[config.mk]
export PLATFORM = sky130hd
export DESIGN_NAME = cbdma_channel
export DESIGN_NICKNAME = d
export VERILOG_FILES = /design/src/rtl/cbdma_pkg.sv /design/src/rtl/cbdma_fetch.sv /design/src/rtl/cbdma_mover.sv /design/src/rtl/cbdma_channel.sv
export SDC_FILE = /design/constraint.sdc
export NUM_CORES = 1
export LEC_CHECK = 0
export BUFFER_PORTS_ARGS = -buffer_cell sky130_fd_sc_hd__buf_2
export CAP_MARGIN = 20
export CORE_ASPECT_RATIO = 2
export CORE_MARGIN = 4
export CORE_UTILIZATION = 55
export DETAILED_ROUTE_END_ITERATION = 10
export MAX_ROUTING_LAYER = met4
export PLACE_DENSITY = 0.8
export RECOVER_POWER = 100
export SLEW_MARGIN = 10
export SYNTH_ARGS = -nofsm -noshare
export SYNTH_HDL_FRONTEND = slang
export SYNTH_SLANG_ARGS = --single-unit
[constraint.sdc]
create_clock -name clk -period 7.35 [get_ports clk]
set_input_delay 0.3675 -clock clk [delete_from_list [all_inputs] [get_ports clk]]
set_output_delay 0.3675 -clock clk [all_outputs]
set_load 0.005 [all_outputs]
[src/rtl/cbdma_pkg.sv]
package cbdma_pkg;
    localparam int WORD_W    = 32;
    localparam int CB_FETCH  = 6;
    localparam int SEL_W     = 5;
    localparam int GAP_W     = 5;
    localparam int NREQ      = 1 << SEL_W;
    localparam int CB_ALIGN  = 5;

    typedef struct packed {
        logic [GAP_W-1:0] gap;
        logic [SEL_W-1:0] sel;
        logic             src_zero;
        logic             src_pace;
        logic             src_inc;
        logic             dst_skip;
        logic             dst_pace;
        logic             dst_inc;
        logic             hold_resp;
        logic             irq_en;
    } ctl_t;

    function automatic ctl_t decode_ctl(input logic [WORD_W-1:0] w);
        ctl_t c;
        c.irq_en    = w[0];
        c.hold_resp = w[3];
        c.dst_inc   = w[4];
        c.dst_pace  = w[6];
        c.dst_skip  = w[7];
        c.src_inc   = w[8];
        c.src_pace  = w[10];
        c.src_zero  = w[11];
        c.sel       = w[20:16];
        c.gap       = w[25:21];
        return c;
    endfunction

    typedef enum logic [1:0] {SEQ_IDLE, SEQ_FETCH, SEQ_MOVE} seq_e;
    typedef enum logic [2:0] {MV_IDLE, MV_GAP, MV_READ, MV_WRITE, MV_RESP} mv_e;
endpackage

[src/rtl/cbdma_fetch.sv]
module cbdma_fetch
    import cbdma_pkg::*;
#(
    parameter int NWORDS = CB_FETCH,
    parameter int AW     = WORD_W,
    parameter int DW     = WORD_W
) (
    input  logic                       clk,
    input  logic                       rst_n,
    input  logic                       start_i,
    input  logic [AW-1:0]              base_i,
    output logic                       cb_req_o,
    output logic [AW-1:0]              cb_addr_o,
    input  logic                       cb_ack_i,
    input  logic [DW-1:0]              cb_rdata_i,
    output logic                       done_o,
    output logic [NWORDS-1:0][DW-1:0]  words_o
);
    localparam int IDX_W = $clog2(NWORDS);

    typedef struct packed {
        logic                      busy;
        logic [IDX_W-1:0]          idx;
        logic [AW-1:0]             base;
        logic [NWORDS-1:0][DW-1:0] words;
        logic                      done;
    } fst_t;

    fst_t st_d, st_q;

    always_comb begin
        st_d      = st_q;
        st_d.done = 1'b0;
        if (!st_q.busy) begin
            if (start_i) begin
                st_d.busy = 1'b1;
                st_d.idx  = '0;
                st_d.base = base_i;
            end
        end else if (cb_ack_i) begin
            st_d.words[st_q.idx] = cb_rdata_i;
            if (st_q.idx == IDX_W'(NWORDS - 1)) begin
                st_d.busy = 1'b0;
                st_d.done = 1'b1;
            end else begin
                st_d.idx = st_q.idx + 1'b1;
            end
        end
    end

    always_ff @(posedge clk or negedge rst_n) begin
        if (!rst_n) st_q <= '0;
        else        st_q <= st_d;
    end

    assign cb_req_o  = st_q.busy;
    assign cb_addr_o = st_q.base + AW'({st_q.idx, 2'b00});
    assign done_o    = st_q.done;
    assign words_o   = st_q.words;

    AST_CB_HOLD: assert property (@(posedge clk) disable iff (!rst_n)
        cb_req_o && !cb_ack_i |=> cb_req_o && $stable(cb_addr_o));
    AST_CB_WITHIN: assert property (@(posedge clk) disable iff (!rst_n)
        cb_req_o |-> cb_addr_o[CB_ALIGN-1:0] < CB_ALIGN'(4 * NWORDS));
endmodule

[src/rtl/cbdma_mover.sv]
module cbdma_mover
    import cbdma_pkg::*;
#(
    parameter int AW    = WORD_W,
    parameter int DW    = WORD_W,
    parameter int CNT_W = 29
) (
    input  logic              clk,
    input  logic              rst_n,
    input  logic              start_i,
    input  ctl_t              ctl_i,
    input  logic [AW-1:0]     src_i,
    input  logic [AW-1:0]     dst_i,
    input  logic [CNT_W-1:0]  nwords_i,
    output logic              rd_req_o,
    output logic [AW-1:0]     rd_addr_o,
    input  logic              rd_ack_i,
    input  logic [DW-1:0]     rd_data_i,
    output logic              wr_req_o,
    output logic [AW-1:0]     wr_addr_o,
    output logic [DW-1:0]     wr_data_o,
    input  logic              wr_ack_i,
    input  logic              wr_resp_i,
    input  logic [NREQ-1:0]   dreq_i,
    output logic [AW-1:0]     src_o,
    output logic [AW-1:0]     dst_o,
    output logic              done_o
);
    localparam logic [AW-1:0] STEP = AW'(DW / 8);

    typedef struct packed {
        mv_e              st;
        ctl_t             ctl;
        logic [AW-1:0]    src;
        logic [AW-1:0]    dst;
        logic [CNT_W-1:0] left;
        logic [GAP_W-1:0] gap_cnt;
        logic [DW-1:0]    data;
        logic             rd_req;
        logic             wr_req;
        logic             done;
    } mst_t;

    mst_t mv_d, mv_q;
    logic pace_ok;
    logic word_fin;

    always_comb begin
        mv_d      = mv_q;
        mv_d.done = 1'b0;
        word_fin  = 1'b0;
        pace_ok   = dreq_i[mv_q.ctl.sel];
        case (mv_q.st)
            MV_IDLE: begin
                if (start_i) begin
                    mv_d.ctl     = ctl_i;
                    mv_d.src     = src_i;
                    mv_d.dst     = dst_i;
                    mv_d.left    = nwords_i;
                    mv_d.gap_cnt = ctl_i.gap;
                    if (nwords_i == '0)     mv_d.done = 1'b1;
                    else if (ctl_i.gap != 0) mv_d.st  = MV_GAP;
                    else                     mv_d.st  = MV_READ;
                end
            end
            MV_GAP: begin
                mv_d.gap_cnt = mv_q.gap_cnt - 1'b1;
                if (mv_q.gap_cnt <= GAP_W'(1)) mv_d.st = MV_READ;
            end
            MV_READ: begin
                if (mv_q.ctl.src_zero) begin
                    mv_d.data = '0;
                    mv_d.st   = MV_WRITE;
                end else if (!mv_q.rd_req) begin
                    if (!mv_q.ctl.src_pace || pace_ok) mv_d.rd_req = 1'b1;
                end else if (rd_ack_i) begin
                    mv_d.rd_req = 1'b0;
                    mv_d.data   = rd_data_i;
                    mv_d.st     = MV_WRITE;
                end
            end
            MV_WRITE: begin
                if (mv_q.ctl.dst_skip) begin
                    word_fin = 1'b1;
                end else if (!mv_q.wr_req) begin
                    if (!mv_q.ctl.dst_pace || pace_ok) mv_d.wr_req = 1'b1;
                end else if (wr_ack_i) begin
                    mv_d.wr_req = 1'b0;
                    if (mv_q.ctl.hold_resp) mv_d.st = MV_RESP;
                    else                    word_fin = 1'b1;
                end
            end
            MV_RESP: begin
                if (wr_resp_i) word_fin = 1'b1;
            end
            default: mv_d.st = MV_IDLE;
        endcase

        if (word_fin) begin
            if (mv_q.ctl.src_inc) mv_d.src = mv_q.src + STEP;
            if (mv_q.ctl.dst_inc) mv_d.dst = mv_q.dst + STEP;
            mv_d.left = mv_q.left - 1'b1;
            if (mv_q.left == CNT_W'(1)) begin
                mv_d.done = 1'b1;
                mv_d.st   = MV_IDLE;
            end else begin
                mv_d.gap_cnt = mv_q.ctl.gap;
                mv_d.st      = (mv_q.ctl.gap != 0) ? MV_GAP : MV_READ;
            end
        end
    end

    always_ff @(posedge clk or negedge rst_n) begin
        if (!rst_n) mv_q <= '0;
        else        mv_q <= mv_d;
    end

    assign rd_req_o  = mv_q.rd_req;
    assign rd_addr_o = mv_q.src;
    assign wr_req_o  = mv_q.wr_req;
    assign wr_addr_o = mv_q.dst;
    assign wr_data_o = mv_q.data;
    assign src_o     = mv_q.src;
    assign dst_o     = mv_q.dst;
    assign done_o    = mv_q.done;

    AST_RD_HOLD: assert property (@(posedge clk) disable iff (!rst_n)
        rd_req_o && !rd_ack_i |=> rd_req_o && $stable(rd_addr_o));
    AST_WR_HOLD: assert property (@(posedge clk) disable iff (!rst_n)
        wr_req_o && !wr_ack_i |=> wr_req_o && $stable(wr_addr_o) && $stable(wr_data_o));
    AST_NO_ZERO_READ: assert property (@(posedge clk) disable iff (!rst_n)
        rd_req_o |-> !mv_q.ctl.src_zero);
    AST_NO_SKIP_WRITE: assert property (@(posedge clk) disable iff (!rst_n)
        wr_req_o |-> !mv_q.ctl.dst_skip);
    AST_PACED_READ: assert property (@(posedge clk) disable iff (!rst_n)
        $rose(rd_req_o) && mv_q.ctl.src_pace |-> $past(dreq_i[mv_q.ctl.sel]));
    AST_RESP_GATE: assert property (@(posedge clk) disable iff (!rst_n)
        mv_q.st == MV_RESP && !wr_resp_i |=> !rd_req_o && !wr_req_o);
endmodule

[src/rtl/cbdma_channel.sv]
module cbdma_channel
    import cbdma_pkg::*;
#(
    parameter bit LITE_CHAN      = 1'b0,
    parameter int LITE_MAX_BYTES = 65532,
    parameter int FULL_MAX_BYTES = 1 << 30
) (
    input  logic                 clk,
    input  logic                 rst_n,
    input  logic                 go_i,
    input  logic [WORD_W-1:0]    head_i,
    output logic                 busy_o,
    output logic [WORD_W-1:0]    cur_cb_o,
    output logic [WORD_W-1:0]    cur_src_o,
    output logic [WORD_W-1:0]    cur_dst_o,
    output logic                 irq_o,
    output logic                 cb_req_o,
    output logic [WORD_W-1:0]    cb_addr_o,
    input  logic                 cb_ack_i,
    input  logic [WORD_W-1:0]    cb_rdata_i,
    output logic                 rd_req_o,
    output logic [WORD_W-1:0]    rd_addr_o,
    input  logic                 rd_ack_i,
    input  logic [WORD_W-1:0]    rd_data_i,
    output logic                 wr_req_o,
    output logic [WORD_W-1:0]    wr_addr_o,
    output logic [WORD_W-1:0]    wr_data_o,
    input  logic                 wr_ack_i,
    input  logic                 wr_resp_i,
    input  logic [NREQ-1:0]      dreq_i
);
    localparam int MAX_BYTES = LITE_CHAN ? LITE_MAX_BYTES : FULL_MAX_BYTES;
    localparam int CNT_W     = $clog2(MAX_BYTES / 4 + 1);
    localparam int W_INFO = 0, W_SRC = 1, W_DST = 2, W_LEN = 3, W_NEXT = 5;

    typedef struct packed {
        seq_e              seq;
        logic [WORD_W-1:0] cb;
        logic [WORD_W-1:0] next;
        logic              irq_en;
        logic              irq;
    } tst_t;

    tst_t sq_d, sq_q;

    logic                            f_go, f_done, m_go, m_done;
    logic [WORD_W-1:0]               f_base;
    logic [CB_FETCH-1:0][WORD_W-1:0] f_words;
    ctl_t                            blk_ctl;
    logic [WORD_W-1:0]               len_eff;
    logic [WORD_W:0]                 len_rnd;
    logic [CNT_W-1:0]                blk_words;

    always_comb begin
        blk_ctl   = decode_ctl(f_words[W_INFO]);
        len_eff   = (f_words[W_LEN] > WORD_W'(MAX_BYTES)) ? WORD_W'(MAX_BYTES) : f_words[W_LEN];
        len_rnd   = {1'b0, len_eff} + (WORD_W+1)'(3);
        blk_words = len_rnd[CNT_W+1:2];
    end

    always_comb begin
        sq_d     = sq_q;
        sq_d.irq = 1'b0;
        f_go     = 1'b0;
        f_base   = '0;
        m_go     = 1'b0;
        case (sq_q.seq)
            SEQ_IDLE: begin
                if (go_i && head_i[WORD_W-1:CB_ALIGN] != '0) begin
                    f_go     = 1'b1;
                    f_base   = {head_i[WORD_W-1:CB_ALIGN], {CB_ALIGN{1'b0}}};
                    sq_d.cb  = f_base;
                    sq_d.seq = SEQ_FETCH;
                end
            end
            SEQ_FETCH: begin
                if (f_done) begin
                    m_go        = 1'b1;
                    sq_d.next   = {f_words[W_NEXT][WORD_W-1:CB_ALIGN], {CB_ALIGN{1'b0}}};
                    sq_d.irq_en = blk_ctl.irq_en;
                    sq_d.seq    = SEQ_MOVE;
                end
            end
            SEQ_MOVE: begin
                if (m_done) begin
                    sq_d.irq = sq_q.irq_en;
                    if (sq_q.next == '0) begin
                        sq_d.cb  = '0;
                        sq_d.seq = SEQ_IDLE;
                    end else begin
                        f_go     = 1'b1;
                        f_base   = sq_q.next;
                        sq_d.cb  = sq_q.next;
                        sq_d.seq = SEQ_FETCH;
                    end
                end
            end
            default: sq_d.seq = SEQ_IDLE;
        endcase
    end

    always_ff @(posedge clk or negedge rst_n) begin
        if (!rst_n) sq_q <= '0;
        else        sq_q <= sq_d;
    end

    cbdma_fetch #(.NWORDS(CB_FETCH), .AW(WORD_W), .DW(WORD_W)) u_fetch (
        .clk        (clk),
        .rst_n      (rst_n),
        .start_i    (f_go),
        .base_i     (f_base),
        .cb_req_o   (cb_req_o),
        .cb_addr_o  (cb_addr_o),
        .cb_ack_i   (cb_ack_i),
        .cb_rdata_i (cb_rdata_i),
        .done_o     (f_done),
        .words_o    (f_words)
    );

    cbdma_mover #(.AW(WORD_W), .DW(WORD_W), .CNT_W(CNT_W)) u_mover (
        .clk       (clk),
        .rst_n     (rst_n),
        .start_i   (m_go),
        .ctl_i     (blk_ctl),
        .src_i     (f_words[W_SRC]),
        .dst_i     (f_words[W_DST]),
        .nwords_i  (blk_words),
        .rd_req_o  (rd_req_o),
        .rd_addr_o (rd_addr_o),
        .rd_ack_i  (rd_ack_i),
        .rd_data_i (rd_data_i),
        .wr_req_o  (wr_req_o),
        .wr_addr_o (wr_addr_o),
        .wr_data_o (wr_data_o),
        .wr_ack_i  (wr_ack_i),
        .wr_resp_i (wr_resp_i),
        .dreq_i    (dreq_i),
        .src_o     (cur_src_o),
        .dst_o     (cur_dst_o),
        .done_o    (m_done)
    );

    assign busy_o   = (sq_q.seq != SEQ_IDLE);
    assign cur_cb_o = sq_q.cb;
    assign irq_o    = sq_q.irq;

    AST_IDLE_CB_ZERO: assert property (@(posedge clk) disable iff (!rst_n)
        !busy_o |-> cur_cb_o == '0);
    AST_IRQ_PULSE: assert property (@(posedge clk) disable iff (!rst_n)
        irq_o |=> !irq_o);
    AST_NO_FETCH_IN_MOVE: assert property (@(posedge clk) disable iff (!rst_n)
        sq_q.seq == SEQ_MOVE |-> !cb_req_o);
endmodule

# Yosys cells after proc, flatten, opt, wreduce, memory -nomap -nowiden
# Index checks and enable logic that the tools add are counted.
op_classes:
  add_sub_neg: 7
  n_lt_le_gt_ge: 5
  eq_ne: 23
  muxes: 72
  n_bitwise: 3
  reduce_logical: 32
ops:
  columns: ["cell", "count"]
  rows:
  - ["two-way mux 32 bit", 8]
  - ["bitwise mux 192 bit", 1]
  - ["one-hot mux 32 bit (2 select lines)", 2]
  - ["two-way mux 119 bit", 1]
  - ["two-way mux 98 bit", 1]
  - ["demux 32 bit (select 3 bit)", 1]
  - ["two-way mux 93 bit", 1]
  - ["two-way mux 34 bit", 2]
  - ["two-way mux 33 bit", 2]
  - ["adder 32 x 3 -> 32 bit, second input constant", 2]
  - ["two-way mux 3 bit", 12]
  - ["two-way mux 36 bit", 1]
  - ["adder 32 x 5 -> 32 bit", 1]
  - ["greater-than comparator 32 x 31 -> 1 bit, second input constant", 1]
  - ["logical NOT 32 bit", 1]
  - ["adder 31 x 2 -> 31 bit, second input constant", 1]
  - ["two-way mux 31 bit", 1]
  - ["equality test 29 x 1 -> 1 bit, second input constant", 1]
  - ["logical NOT 29 bit", 1]
  - ["subtractor 29 x 1 -> 29 bit, second input constant", 1]
  - ["two-way mux 1 bit", 27]
  - ["nonzero test 27 bit", 1]
  - ["one-hot mux 3 bit (5 select lines)", 1]
  - ["AND reduction 2 bit", 7]
  - ["other kinds (35)", 64]
totals:
  register_bits: 446
  output_inout_bits: 229

# Longest topological paths before layout
# Gate-level depths: netlist of run 1.
depth:
  ltp_word: 9
  mapped_depth: 11
  ltp_nobuf: 8

# Cells and area by module
# Synthesis of run 1 repeated with hierarchy kept, for this count alone.
hier_totals:
  hier_cells: 2373
  hier_area_um2: 23870.4
by_module_without_submodules:
  columns: ["module", "instances", "cells_per_inst", "area_per_inst_um2", "seq_area_each_um2"]
  rows:
  - ["cbdma_fetch", 1, 815, 10821.6, 5730.5]
  - ["cbdma_mover", 1, 1142, 9411.5, 3828.7]
  - ["cbdma_channel", 1, 416, 3637.2, 1451.4]

# Worst setup path before layout of run 1
# Ideal clock, no wire load.
synth_path:
  kind: "register to register"
  startpoint: "register u_fetch.st_q, in the netlist u_fetch.words_o[98]"
  endpoint: "register u_mover.mv_q[152] in the netlist's numbering"
  setup_time_ns: 0.141
  t_arrival_ns: 2.304
  setup_slack_ns: 4.905
  stages_incl_launch_ff: 8
  path_buffers: 0
  path_cell_list: "dfrtp_1 o2111ai_4 or3_1 a221oi_2 o211ai_1 or4_1 nor4_2 a2111oi_1"
synth_via:
  elab_chain_len: 6
synth_lines:
  columns: ["element", "line", "source"]
  rows:
  - ["start, declared", "cbdma_fetch.sv:29", "fst_t st_d, st_q;"]
  - ["start signal, assigned", "cbdma_fetch.sv:53", "else st_q <= st_d;"]
  - ["greater-than comparator 32 x 31 -> 1 bit", "cbdma_channel.sv:56", "len_eff = (f_words[W_LEN] > WORD_W'(MAX_BYTES)) ? WORD_W'(MAX_BYTES) : f_words[W_LEN];"]
  - ["two-way mux 31 bit *", "cbdma_channel.sv:56", null]
  - ["adder 31 x 2 -> 31 bit *", "cbdma_channel.sv:57", "len_rnd = {1'b0, len_eff} + (WORD_W+1)'(3);"]
  - ["logical NOT 29 bit *", "cbdma_mover.sv:61", "if (nwords_i == '0) mv_d.done = 1'b1;"]
  - ["inequality test 3 x 2 -> 1 bit (no source line) *", null, null]
  - ["AND reduction 10 bit (no source line) *", null, null]
  - ["end signal, assigned", "cbdma_mover.sv:115", "else mv_q <= mv_d;"]
  - ["end, declared", "cbdma_mover.sv:44", "mst_t mv_d, mv_q;"]
# Every way passes the cells marked *; elsewhere a longest branch is shown, timed or not.
# A chain may end at the register's enable or synchronous reset.

==> summary.md, run 1 <==
| Metric | Value |
|---|---|
| Outcome | complete, but fails checks |
| Violations in the final reports | max-capacitance violations, max-slew violations |
| Power density normalized to cell area | about 410 mW/mm^2 |
| H-tree Lvls | 2 |
| Hold Slack | about 0.055 ns |
| Count of pins over their slew limit | ~570 |
| Number of buffers created by CTS | 34 |
| Final-stage net count | 2192 |
| Die extent in y | roughly 270 microns |
| Total length of routed wires | 51700 microns |
| Layout area overhead | 8.35% |
| Antenna-violating nets left | 0 |
| Vias | ~15000 |
| Average wire length per cell after detail routing | 20.5 microns |
| Cell types with the highest counts after synthesis | sky130_fd_sc_hd__dfrtp_1, sky130_fd_sc_hd__nand2_1, sky130_fd_sc_hd__buf_4, sky130_fd_sc_hd__mux2_2, sky130_fd_sc_hd__nor2_1 |
| Startpoint Class | input pin |
| Post-route standard cell area excluding fillers | 0.0210 sq mm |
| Core Rows | 97 |
| Dpl cells | 2457 |
| Setup repair after global routing missed its margin | false |
| Vias in the first global route | between 15000 and 20000 |
| Clock transition at the register clock pins on the worst setup and hold paths after CTS | 0.07 ns |
| Final cell count without fillers | 2522 |
| Static leakage power | 9.55 nW |
| Residual DRC count | 0 |
| Remaining max-slew budget at the tightest pin | -152% |
| Time the worst path needs with I/O delays and setup | 4.67 ns |
| Die X-Extent | 141 microns |
| Largest fanout on the critical path | 122 |
| Area leader, netlist | sky130_fd_sc_hd__dfrtp_1 |
| Peak ir drop on the vdd network | 0.225 mV |
| Class of the worst hold path | input pin to flop |
| Largest net degree at the start of global routing | 132 |
| Number of synthesized register bits | around 380 |
| Routability congestion estimate from global placement | just under 1 |
| Initial antenna violation count | 5 |
| Count of max-cap constraint violations | 11 |
| GRT Total Usage | 26.8% |
| Total die area | 0.0385 sq mm |
| Synthesized netlist cell count | slightly below 2000 |
| Post-layout power | 8.53 mW |
| Placeable core region | 0.0350 sq mm |
| Post-synth EDFFs | 0 |
| Gr ovfl total | 0 |
| Half-perimeter wire length of the detailed placement result | 37100 microns |
| Final setup violation count | 0 |
| Register area share after synthesis | about half |
| Worst endpoint required time | 7.12 ns |
| Share of synthesized flip-flops with an asynchronous set or reset | 100% |
| Final clock period utilization by the worst path | 63.5% |
| Synth Warn # | 0 |
| Type of the setup path with the least slack | input pin to asynchronous set/reset pin |
| Clock latency reported for the late side of the worst-skew pair | around 0.54 ns |
| Worst clock skew on the final layout | ~0.024 ns |
| Critical Path AT | 4.43 ns |
| Critical path capture point type | asynchronous set/reset pin |
| # resized after CTS | 0 |
| Initial Util | between 50% and 60% |
| Ports | 364 |
| Yosys top cell area share | between 40% and 50% |
| Fmax achieved | 214 MHz |
| Top post-synthesis cells by area | sky130_fd_sc_hd__dfrtp_1, sky130_fd_sc_hd__mux2_2, sky130_fd_sc_hd__buf_4 |
| Synthesized area per cell | 10.0 sq um |
| Fraction of final layout cells with drive strength greater than 1 | 23.0% |
| CTS Root Cell | sky130_fd_sc_hd__clkbuf_16 |
| Main synth FF type | sky130_fd_sc_hd__dfrtp_1 |
| Cell area after placement | 0.0201 sq mm |
| Most instantiated library cell after synthesis | sky130_fd_sc_hd__dfrtp_1 |
| Final hold violation count | 0 |
| Area of the mapped netlist | 0.0194 sq mm |
| # clock sinks | 384 |
| Initial detailed-routing violation count | ~820 |
| TritonCTS clock tree | yes |
| Number of iterations in the first detailed-routing pass | 5 |
| Post-synth cell types | between 60 and 70 |
| Setup TNS Final | 0 ns |
| Avg Vias per Cell | 5.99 |
| Least-Margin Pin Slew | 3.78 ns |
| Clock buffer depth | 3 |
| # port buffers | 351 |
| Global-route wire length before repair | 80600 microns |
## timing repair
item | 4_1_cts | 5_1_grt
hold buffers | 1 | 0
buffers inserted | 0 | 0
setup endpoints to repair | 0 | 0
endpoints found under the hold margin | 119 | 0
## final timing paths
| check | startpoint | to | slack (ns) | cells past startpoint |
|---|---|---|---|---|
| min reg2reg | u_fetch.words_o[169]$_DFFE_PN0P_ | sq_q[11]$_DFFE_PN0P_ | 0.45 | 2 |
| min in group asynchronous | rst_n | u_fetch.st_q[219]$_DFFE_PN0P_ | 0.49 | 2 |
| max reg2reg | sq_q[67]$_DFFE_PN0P_ | u_mover.rd_addr_o[11]$_DFF_PN0_ | 3.14 | 8 |
| max | rst_n | u_fetch.words_o[111]$_DFFE_PN0P_ | 2.68 | 3 |
| min | rd_data_i[4] | u_mover.wr_data_o[4]$_DFFE_PN0P_ | 0.05 | 3 |
| max in group clk | sq_q[67]$_DFFE_PN0P_ | u_mover.rd_addr_o[11]$_DFF_PN0_ | 3.14 | 8 |
## through the flow
stage	utilization [%]	setup slack, ns
3_5_place_dp	57.5	4.04
4_1_cts	60.7	3.95
5_1_grt	60.1	1.89
6_report	60.1	2.68
3_3_place_gp	57.4	4.09
2_1_floorplan	-	4.91
## state kept, by name (all words and copies together), names as in the netlist
name / count
cur_cb_o: 27
irq_o: 1
sq_q: 30
u_fetch.cb_req_o: 1
u_fetch.done_o: 1
u_fetch.st_q: 30
u_fetch.words_o: 141
u_mover.done_o: 1
u_mover.dst_o: 32
u_mover.mv_q: 54
u_mover.rd_addr_o: 32
u_mover.rd_req_o: 1
u_mover.wr_data_o: 32
u_mover.wr_req_o: 1
## cells by family (layout without fill, tap and decap cells)
logic type | after synthesis | in the layout | share of synthesized area, %
and+or+nand+nor | 712 | 712 | 16.9
DFF | 384 | 384 | 49.5
buffers and inverters | 320 | 451 | 9.96
AOI/OAI and AO/OA | 291 | 291 | 10.4
muxes | 185 | 185 | 11.1
xor gates and xnor gates | 33 | 33 | 1.49
adders and majority gates | 8 | 8 | 0.516
other | 1 | 13 | 0.0193
## placed cells by master (no fill, tap or decap), types with 10 or more instances in the layout
master and instances:
sky130_fd_sc_hd__a211oi_1 27, sky130_fd_sc_hd__a311oi_1 19, sky130_fd_sc_hd__o21ai_0 43, sky130_fd_sc_hd__a21oi_1 73
sky130_fd_sc_hd__nor4_1 28, sky130_fd_sc_hd__inv_1 23, sky130_fd_sc_hd__o211ai_1 15, sky130_fd_sc_hd__xor2_1 19
sky130_fd_sc_hd__clkbuf_16 35, sky130_fd_sc_hd__mux4_2 10, sky130_fd_sc_hd__mux2_2 147, sky130_fd_sc_hd__nor2_1 135
sky130_fd_sc_hd__o221a_2 13, sky130_fd_sc_hd__xnor2_1 14, sky130_fd_sc_hd__buf_2 226, sky130_fd_sc_hd__mux2i_1 28
sky130_fd_sc_hd__clkbuf_1 139, sky130_fd_sc_hd__or3_1 13, sky130_fd_sc_hd__dfrtp_1 384, sky130_fd_sc_hd__nor3_1 28
sky130_fd_sc_hd__nand4_1 22, sky130_fd_sc_hd__nand2_1 318, sky130_fd_sc_hd__and3_1 16, sky130_fd_sc_hd__or4_1 14
sky130_fd_sc_hd__nand3_1 83, sky130_fd_sc_hd__o31ai_1 29, sky130_fd_sc_hd__o221ai_1 16, sky130_fd_sc_hd__o22ai_1 14
## per-layer routing
metal | vias up | track usage, % | wire length, microns
met1 | 7451 | 29.8 | 18400
met5 | - | - | 0
met4 | 0 | 14.3 | 2960
met3 | 170 | 3.48 | 3280
li1 | 6873 | - | -
met2 | 622 | 46.6 | 27100
## power breakdown
group          switching, mW  internal, mW  total, mW  leakage (nW)
registers               1.01          3.09       4.10          4.73
logic                   1.31          1.33       2.64          4.27
clock network          0.785          1.00       1.79         0.551
total                   3.11          5.43       8.53          9.55
## layout make-up
cell class                      instances  area, sq um
Fill cell                            2903        13900
Sequential cell                       384         9610
Multi-Input combinational cell       1236         7890
Timing Repair Buffer                  370         1740
Clock buffer                           50         1020
Tap cell                              445          557
Clock inverter                          8         87.6
Inverter                               23         86.3
Antenna cell                            6         15.0
## worst max-delay path: stages
cell                            delay (ns)
sky130_fd_sc_hd__dlygate4sd3_1        0.57
sky130_fd_sc_hd__buf_8                0.63
sky130_fd_sc_hd__clkbuf_1             2.72
Note: power is estimated with default switching activity, not from simulation.
==> inputs of run 2 (changes only) <==
--- a/config.mk
+++ b/config.mk
@@ -5,6 +5,7 @@
 export SDC_FILE = /design/constraint.sdc
 export NUM_CORES = 1
 export LEC_CHECK = 0
+export ABC_AREA = 1
 export BUFFER_PORTS_ARGS = -buffer_cell sky130_fd_sc_hd__buf_2
 export CAP_MARGIN = 20
 export CORE_ASPECT_RATIO = 2
==> constraint.sdc (replaced) <==
create_clock -name clk -period 4.85 [get_ports clk]
set_input_delay 0.2425 -clock clk [delete_from_list [all_inputs] [get_ports clk]]
set_output_delay 0.2425 -clock clk [all_outputs]
set_load 0.005 [all_outputs]
==> run 2 against run 1 <==
Compared with the run above: the flow still finishes with violations (max-capacitance violations, max-slew violations); setup slack got worse by 1.9 ns; first-iteration DRC count grew 37%; count of clock-buffer cells in the layout is 2 lower; sequential cell count unchanged; routed wire length rose by 15%; clock power is 74% higher; critical endpoint is now u_mover.dst_o[4]$_DFF_PN0_.
==> summary.md, run 2 <==
| Metric | Value |
|---|---|
| Layout area overhead | 11.1% |
| Sw Pwr | approximately 5 mW |
| Class of the worst hold path | input pin to flop |
| Power density normalized to cell area | 575 mW/mm^2 |
| Yosys top cell area share | 47.3% |
| Die X-Extent | 144 microns |
| Global-route wire length before repair | about 93000 microns |
| Avg Vias per Cell | ~5.6 |
| H-tree Lvls | 2 |
| Vias in the first global route | roughly 18000 |
| Core Rows | 99 |
| Final clock period utilization by the worst path | 84.4% |
| TritonCTS clock tree | yes |
| Final setup violation count | 0 |
| Timing endpoint of the critical path | u_mover.dst_o[4]$_DFF_PN0_ |
| Ports | 364 |
| Time the worst path needs with I/O delays and setup | around 4 ns |
| Compound-cell area share of the yosys netlist | 12.6% |
| Longest individual stage delay on the worst path | roughly 0.94 ns |
| Most used cell along the critical path | sky130_fd_sc_hd__inv_1 |
| Buffers inserted during post-CTS setup optimization | 0 |
| Outcome | complete, but fails checks |
| Clock transition at the register clock pins on the worst setup and hold paths after CTS | 0.07 ns |
| Setup repair after global routing missed its margin | false |
| Setup slack after layout | roughly 0.76 ns |
| Count of pins over their slew limit | 621 |
| Final-stage net count | 2841 |
| Synth Warn # | 0 |
| Number of iterations in the first detailed-routing pass | 6 |
| Total internal power | 7.95 mW |
| Top post-synthesis cells by area | sky130_fd_sc_hd__dfrtp_1, sky130_fd_sc_hd__nand2_1, sky130_fd_sc_hd__o21ai_0 |
| Die extent in y | 280 microns |
| CP Cell Sequence | nor3_1 -> inv_1 -> nor2_4 -> inv_1 -> buf_4 -> or2_2 -> o211ai_1 -> o21ai_0 |
| Fmax achieved | about 240 MHz |
| Switching Fraction | around two fifths |
| Critical path capture point type | flop |
| CTS Root Cell | sky130_fd_sc_hd__clkbuf_16 |
| Startpoint Class | flop |
| Fraction of final layout cells with drive strength greater than 1 | 14.1% |
| Clock latency reported for the late side of the worst-skew pair | between 0.5 and 0.6 ns |
| Largest net degree at the start of global routing | 142 |
| Combinational cell fraction of total power | 32.3% |
| # resized after CTS | 0 |
| Final Util | 61.7% |
| Post-layout power | 13.0 mW |
| Remaining max-slew budget at the tightest pin | -78.3% |
| Most instantiated library cell after synthesis | sky130_fd_sc_hd__nand2_1 |
| Initial antenna violation count | 0 |
| End of the worst register-to-register path | u_mover.dst_o[4]$_DFF_PN0_ |
| Peak ir drop on the vdd network | between 0.3 and 0.4 mV |
| Worst-case register-to-register setup slack | roughly 0.76 ns |
| Average wire length per cell after detail routing | 18.8 microns |
| Timing startpoint of the critical path | u_mover.mv_q[153]$_DFFE_PN0P_ |
| Clock buffer depth | 3 |
| Antenna-violating nets left | 0 |
| Half-perimeter wire length of the detailed placement result | roughly 43000 microns |
| Number of synthesized register bits | 384 |
| Worst slack at placement | approximately 1.2 ns |
| Total die area | around 0.040 sq mm |
| Main combinational cell family by area after synthesis | simple AND/OR/NAND/NOR gates |
| Worst endpoint required time | 5.22 ns |
| Gr ovfl total | 0 |
| Sequential cell fraction of total power | about 44% |
| Area of the mapped netlist | 0.0203 sq mm |
| Synthesized area per cell | 8.02 sq um |
| Total length of routed wires | between 50000 and 60000 microns |
| Vias | 17900 |
| Synthesized netlist cell count | 2530 |
| Routability congestion estimate from global placement | 0.989 |
| Cell types with the highest counts after synthesis | sky130_fd_sc_hd__nand2_1, sky130_fd_sc_hd__dfrtp_1, sky130_fd_sc_hd__o21ai_0, sky130_fd_sc_hd__buf_4, sky130_fd_sc_hd__inv_1 |
| Type of the setup path with the least slack | flop to flop |
| GRT Total Usage | between 30% and 40% |
| Violations in the final reports | max-capacitance violations, max-slew violations |
| Setup TNS Final | 0 ns |
| # clock sinks | 384 |
| Initial detailed-routing violation count | 1116 |
| Cell count of the worst reg-to-reg path | 8 |
| Simple-Gate Fraction of Synth Area | 23.4% |
| Worst clock skew on the final layout | 0.0122 ns |
| Number of buffers created by CTS | 37 |
| Final hold violation count | 0 |
| Post-synthesis share of cell area spent on xor and xnor gates | ~1.7% |
| Most common library cell in the layout ignoring fill and taps | sky130_fd_sc_hd__nand2_1 |
| # port buffers | 351 |
| Area leader, netlist | sky130_fd_sc_hd__dfrtp_1 |
| Number of filler instances in the final layout | 3222 |
| Largest fanout on the critical path | 49 |
| Diode count | 0 |
| Register area share after synthesis | 47.3% |
| CTS Hold Buffers Added | slightly below 50 |
| Share of synthesized cell area in full adder, half adder and majority cells | 0.493% |
| Count of max-cap constraint violations | 10 |
| Static leakage power | around 11 nW |
| Post-synth cell types | 55 |
| Initial Util | between 50% and 60% |
| Max FFs per register | 141 |
| Main synth FF type | sky130_fd_sc_hd__dfrtp_1 |
| Critical Path AT | around 4.5 ns |
| Slowest stage cell on the critical path | sky130_fd_sc_hd__inv_1 |
| Clock share of power | 24.0% |
| Residual DRC count | 0 |
| Most used cells in the layout excluding fill and tap cells | sky130_fd_sc_hd__nand2_1, sky130_fd_sc_hd__dfrtp_1, sky130_fd_sc_hd__o21ai_0 |
| Start of the worst register-to-register path | u_mover.mv_q[153]$_DFFE_PN0P_ |
| Least-Margin Pin Slew | roughly 2.7 ns |
| Placeable core region | ~0.037 sq mm |
| Share of synthesized flip-flops with an asynchronous set or reset | 100% |
| Post-synth EDFFs | 0 |
| Multiplexer share of the synthesized area | 1.27% |
==> run 2: changes by cell type after synthesis, sizes merged, moves of 27 or more <==
cell / before / now
o21ai: 43 / 319
inv: 23 / 210
nor2: 137 / 189
a21oi: 74 / 20
nand3: 83 / 151
mux2i: 28 / 1
mux2: 147 / 22
nand2: 319 / 680
==> run 2: through the flow <==
stage	instances	instance area, sq um	hold WS (ns)
3_5_place_dp	3061	21000	0.247
4_1_cts	3176	22800	0.000794
3_3_place_gp	3058	20900	0.240
6_report	3179	22500	0.0269
2_1_floorplan	2536	20300	-0.0531
5_1_grt	3179	22500	0.0212
==> run 2: cells by family after synthesis <==
family,after synthesis
buf+inv,509
xor+xnor,39
flops,384
compound gates,452
mux,23
simple gates,1114
other cells,1
fa+ha+maj,8
==> run 2: how the worst min path moves through the flow <==
stage               startpoint                           to  slack (ns)  cells past startpoint
floorplan                rst_n     cur_cb_o[10]$_DFFE_PN0P_       -0.05                      0
global placement         rst_n  u_mover.dst_o[27]$_DFF_PN0_        0.24                      1
detailed placement       rst_n  u_mover.dst_o[27]$_DFF_PN0_        0.25                      1
CTS                 head_i[18]     cur_cb_o[18]$_DFFE_PN0P_      0.0008                      3
global route        head_i[17]     cur_cb_o[17]$_DFFE_PN0P_        0.02                      3
finish              head_i[18]     cur_cb_o[18]$_DFFE_PN0P_        0.03                      3
==> run 2: power by group through the flow <==
stage	clock, mW	combinational [mW]	sequential (mW)
detailed placement	0	4.22	5.65
finish	3.11	4.18	5.67
floorplan	0	3.61	5.29
global placement	0	4.05	5.59
CTS	3.15	4.30	5.62
global route	3.28	4.77	5.83
==> run 2: cell type report <==
cell class / instances / area [sq um] / area share [%]
clock inverters: 18 / 258 / 1.14
repair buffers: 419 / 2220 / 9.83
inverters: 213 / 800 / 3.55
multi-input cells: 1643 / 8060 / 35.7
clock buffers: 48 / 1040 / 4.60
flip-flops and latches: 384 / 9610 / 42.6
well taps: 454 / 568 / 2.52
==> run 2: critical path, delay by kind of cell (launching register included) <==
family                 cells  cell delay, ns
AOI/OAI and AO/OA          2            0.28
buffers and inverters      3            1.67
and+or+nand+nor            3            1.48
DFF                        1            0.43
==> run 2: routing by layer <==
metal	wire length [microns]	global-route usage (%)
met1	21100	33.0
met2	30400	51.5
met3	3740	3.78
met4	4340	17.7
met5	0	-
==> inputs of run 3 (changes only) <==
==> constraint.sdc (replaced) <==
create_clock -name clk -period 3.8 [get_ports clk]
set_input_delay 0.19 -clock clk [delete_from_list [all_inputs] [get_ports clk]]
set_output_delay 0.19 -clock clk [all_outputs]
set_load 0.005 [all_outputs]
==> run 3 against run 2 <==
Compared with the run above: the run still ends with max-capacitance violations, max-slew violations left; core utilization up 0.66 points; die area stayed put; critical path depth up 15; register-to-register slack got worse by 0.38 ns; setup slack lost 0.38 ns; critical endpoint is now u_mover.mv_q[152]$_DFFE_PN0P_.
==> summary.md, run 3 (synthesis results as in run 2) <==
| Metric | Value |
|---|---|
| Startpoint Class | flop |
| Worst-case register-to-register setup slack | roughly 0.38 ns |
| Avg Vias per Cell | roughly 5.6 |
| Static leakage power | approximately 11 nW |
| Time the worst path needs with I/O delays and setup | 3.42 ns |
| Worst slack at placement | about 0.43 ns |
| Worst clock skew on the final layout | between 0.03 and 0.04 ns |
| Setup slack after layout | about 0.38 ns |
| Clock buffer depth | 3 |
| Violations in the final reports | max-capacitance violations, max-slew violations |
| Outcome | complete, but fails checks |
| Power density normalized to cell area | 724 mW/mm^2 |
| Timing startpoint of the critical path | u_fetch.words_o[113]$_DFFE_PN0P_ |
| Clock transition at the register clock pins on the worst setup and hold paths after CTS | around 0.070 ns |
| Setup TNS Final | 0 ns |
| # clock sinks | 384 |
| End point of the worst hold path | u_mover.rd_req_o$_DFFE_PN0P_ |
| H-tree Lvls | 2 |
| Total die area | 0.0402 sq mm |
| Critical path capture point type | flop |
| Clock share of power | 23.4% |
| Final-stage net count | 2873 |
| Total length of routed wires | between 60000 and 70000 microns |
| GRT Total Usage | 30.2% |
| Start of the worst register-to-register path | u_fetch.words_o[113]$_DFFE_PN0P_ |
| Most used cells in the layout excluding fill and tap cells | sky130_fd_sc_hd__nand2_1, sky130_fd_sc_hd__dfrtp_1, sky130_fd_sc_hd__o21ai_0 |
| Count of pins over their slew limit | roughly 460 |
| Global-route wire length before repair | 92900 microns |
| Layout area overhead | 12.2% |
| Die X-Extent | 144 microns |
| Residual DRC count | 0 |
| Final clock period utilization by the worst path | 90.0% |
| Final hold violation count | 0 |
| Half-perimeter wire length of the detailed placement result | 43400 microns |
| Class of the worst hold path | input pin to flop |
| Count of max-cap constraint violations | 7 |
| Largest fanout on the critical path | 22 |
| Number of buffers created by CTS | 36 |
| Peak ir drop on the vdd network | 0.443 mV |
| Initial Util | 55.6% |
| Die extent in y | 280 microns |
| Most common library cell in the layout ignoring fill and taps | sky130_fd_sc_hd__nand2_1 |
| # resized after CTS | 0 |
| Placeable core region | 0.0365 sq mm |
| Post-layout power | between 15 and 20 mW |
| Type of the setup path with the least slack | flop to flop |
| Number of cells on the worst hold path | 4 |
| Cell count of the worst reg-to-reg path | 23 |
| Routability congestion estimate from global placement | just over 1 |
| Clock latency reported for the late side of the worst-skew pair | 0.55 ns |
| Worst endpoint required time | 4.21 ns |
| Sw Pwr | 6.39 mW |
| # port buffers | 351 |
| Number of filler instances in the final layout | 3146 |
| Remaining max-slew budget at the tightest pin | -90.3% |
| Average wire length per cell after detail routing | 18.8 microns |
| Antenna-violating nets left | 0 |
| Initial detailed-routing violation count | 1299 |
| Vias in the first global route | around 17000 |
| Diode count | 0 |
| Initial antenna violation count | 0 |
| Number of iterations in the first detailed-routing pass | 6 |
| Combinational cell fraction of total power | about a third |
| Ports | 364 |
| Fmax achieved | 292 MHz |
| Sequential cell fraction of total power | 43.7% |
| Final setup violation count | 0 |
| CTS Root Cell | sky130_fd_sc_hd__clkbuf_16 |
| Fraction of final layout cells with drive strength greater than 1 | 14.4% |
| Gr ovfl total | 0 |
| TritonCTS clock tree | yes |
| Vias | about 18000 |
| Worst Min Path Start | rd_ack_i |
| Switching Fraction | 38.7% |
| Setup repair after global routing missed its margin | false |
| Hold Slack | 0.0260 ns |
| Least-Margin Pin Slew | 2.85 ns |
| Largest net degree at the start of global routing | 136 |
| Critical Path AT | 3.83 ns |
| End of the worst register-to-register path | u_mover.mv_q[152]$_DFFE_PN0P_ |
| Max FFs per register | between 100 and 150 |
| Total internal power | ~10 mW |
| Core Rows | 99 |
run 3: cell count changes in the layout (fill, tap and decap cells not counted), moves of 3 or more:
cell,change
sky130_fd_sc_hd__buf_1,+3
sky130_fd_sc_hd__buf_2,+3
sky130_fd_sc_hd__buf_4,+14
sky130_fd_sc_hd__clkinvlp_4,+4
sky130_fd_sc_hd__clkinv_2,-5
sky130_fd_sc_hd__dlygate4sd3_1,+12
run 3: timing repair:
| item | 4_1_cts | 5_1_grt |
|---|---|---|
| buffers inserted | 0 | 0 |
| endpoints found under the setup margin | 0 | 0 |
| hold endpoints to repair | 193 | 0 |
| hold buffers | 61 | 0 |
run 3: area by class of cell:
type / instances / area [sq um] / area share [%]
Timing Repair Buffer: 452 / 2520 / 11.1
Sequential cell: 384 / 9610 / 42.2
Tap cell: 454 / 568 / 2.49
Inverter: 213 / 800 / 3.51
Clock buffer: 48 / 1020 / 4.46
Clock inverter: 16 / 233 / 1.02
Multi-Input combinational cell: 1643 / 8040 / 35.3
run 3: routing by layer:
layer	global-route usage (%)	routed length, microns	share of wire [%]
met2	52.7	31200	52
met1	32.9	21300	35
met3	3.21	3630	6.0
met5	-	0	0
met4	17.3	4350	7.2
run 3: power groups by stage:
stage,Combinational (mW),Sequential (mW),Clock [mW]
global route,6.17,7.40,4.07
global placement,5.29,7.11,0
CTS,5.56,7.16,3.91
floorplan,4.60,6.75,0
detailed placement,5.47,7.21,0
finish,5.43,7.21,3.86
run 3: stage by stage:
step / util (%) / instances / instance area [sq um]
after floorplan: - / 2536 / 20300
after global placement: 57.8 / 3080 / 21100
after detailed placement: 57.9 / 3081 / 21200
after CTS: 63.0 / 3206 / 23000
after global routing: 62.3 / 3210 / 22800
final: 62.3 / 3210 / 22800
run 3: worst max-delay path, stage by stage, from the launching register on:
cell	delay [ns]
sky130_fd_sc_hd__dfrtp_1	0.43
sky130_fd_sc_hd__inv_1	0.08
sky130_fd_sc_hd__nand2_1	0.05
sky130_fd_sc_hd__nor2_1	0.13
sky130_fd_sc_hd__nand2_1	0.09
sky130_fd_sc_hd__nor2_1	0.31
sky130_fd_sc_hd__nand2_2	0.13
sky130_fd_sc_hd__nand2_4	0.25
sky130_fd_sc_hd__buf_12	0.19
sky130_fd_sc_hd__nand3_1	0.15
sky130_fd_sc_hd__nor2_1	0.22
sky130_fd_sc_hd__nand2_1	0.13
sky130_fd_sc_hd__nor2_1	0.15
sky130_fd_sc_hd__nand2_1	0.07
sky130_fd_sc_hd__nand2_1	0.06
sky130_fd_sc_hd__nand2_1	0.13
sky130_fd_sc_hd__nor2_1	0.13
sky130_fd_sc_hd__nand2_1	0.07
sky130_fd_sc_hd__nor2_2	0.13
sky130_fd_sc_hd__nand3_2	0.11
sky130_fd_sc_hd__nand2_2	0.11
sky130_fd_sc_hd__nand2_2	0.06
sky130_fd_sc_hd__nand2_1	0.07
sky130_fd_sc_hd__nand2_1	0.05
run 3: how the worst max path moves through the flow:
stage / depth (start not counted) / slack [ns] / endpoint
finish: 23 / 0.38 / u_mover.mv_q[152]$_DFFE_PN0P_
floorplan: 21 / 1.41 / u_mover.mv_q[152]$_DFFE_PN0P_
global placement: 23 / 0.48 / u_mover.mv_q[152]$_DFFE_PN0P_
global route: 23 / 0.07 / u_mover.mv_q[152]$_DFFE_PN0P_
detailed placement: 23 / 0.43 / u_mover.mv_q[151]$_DFFE_PN0P_
CTS: 23 / 0.39 / u_mover.mv_q[151]$_DFFE_PN0P_
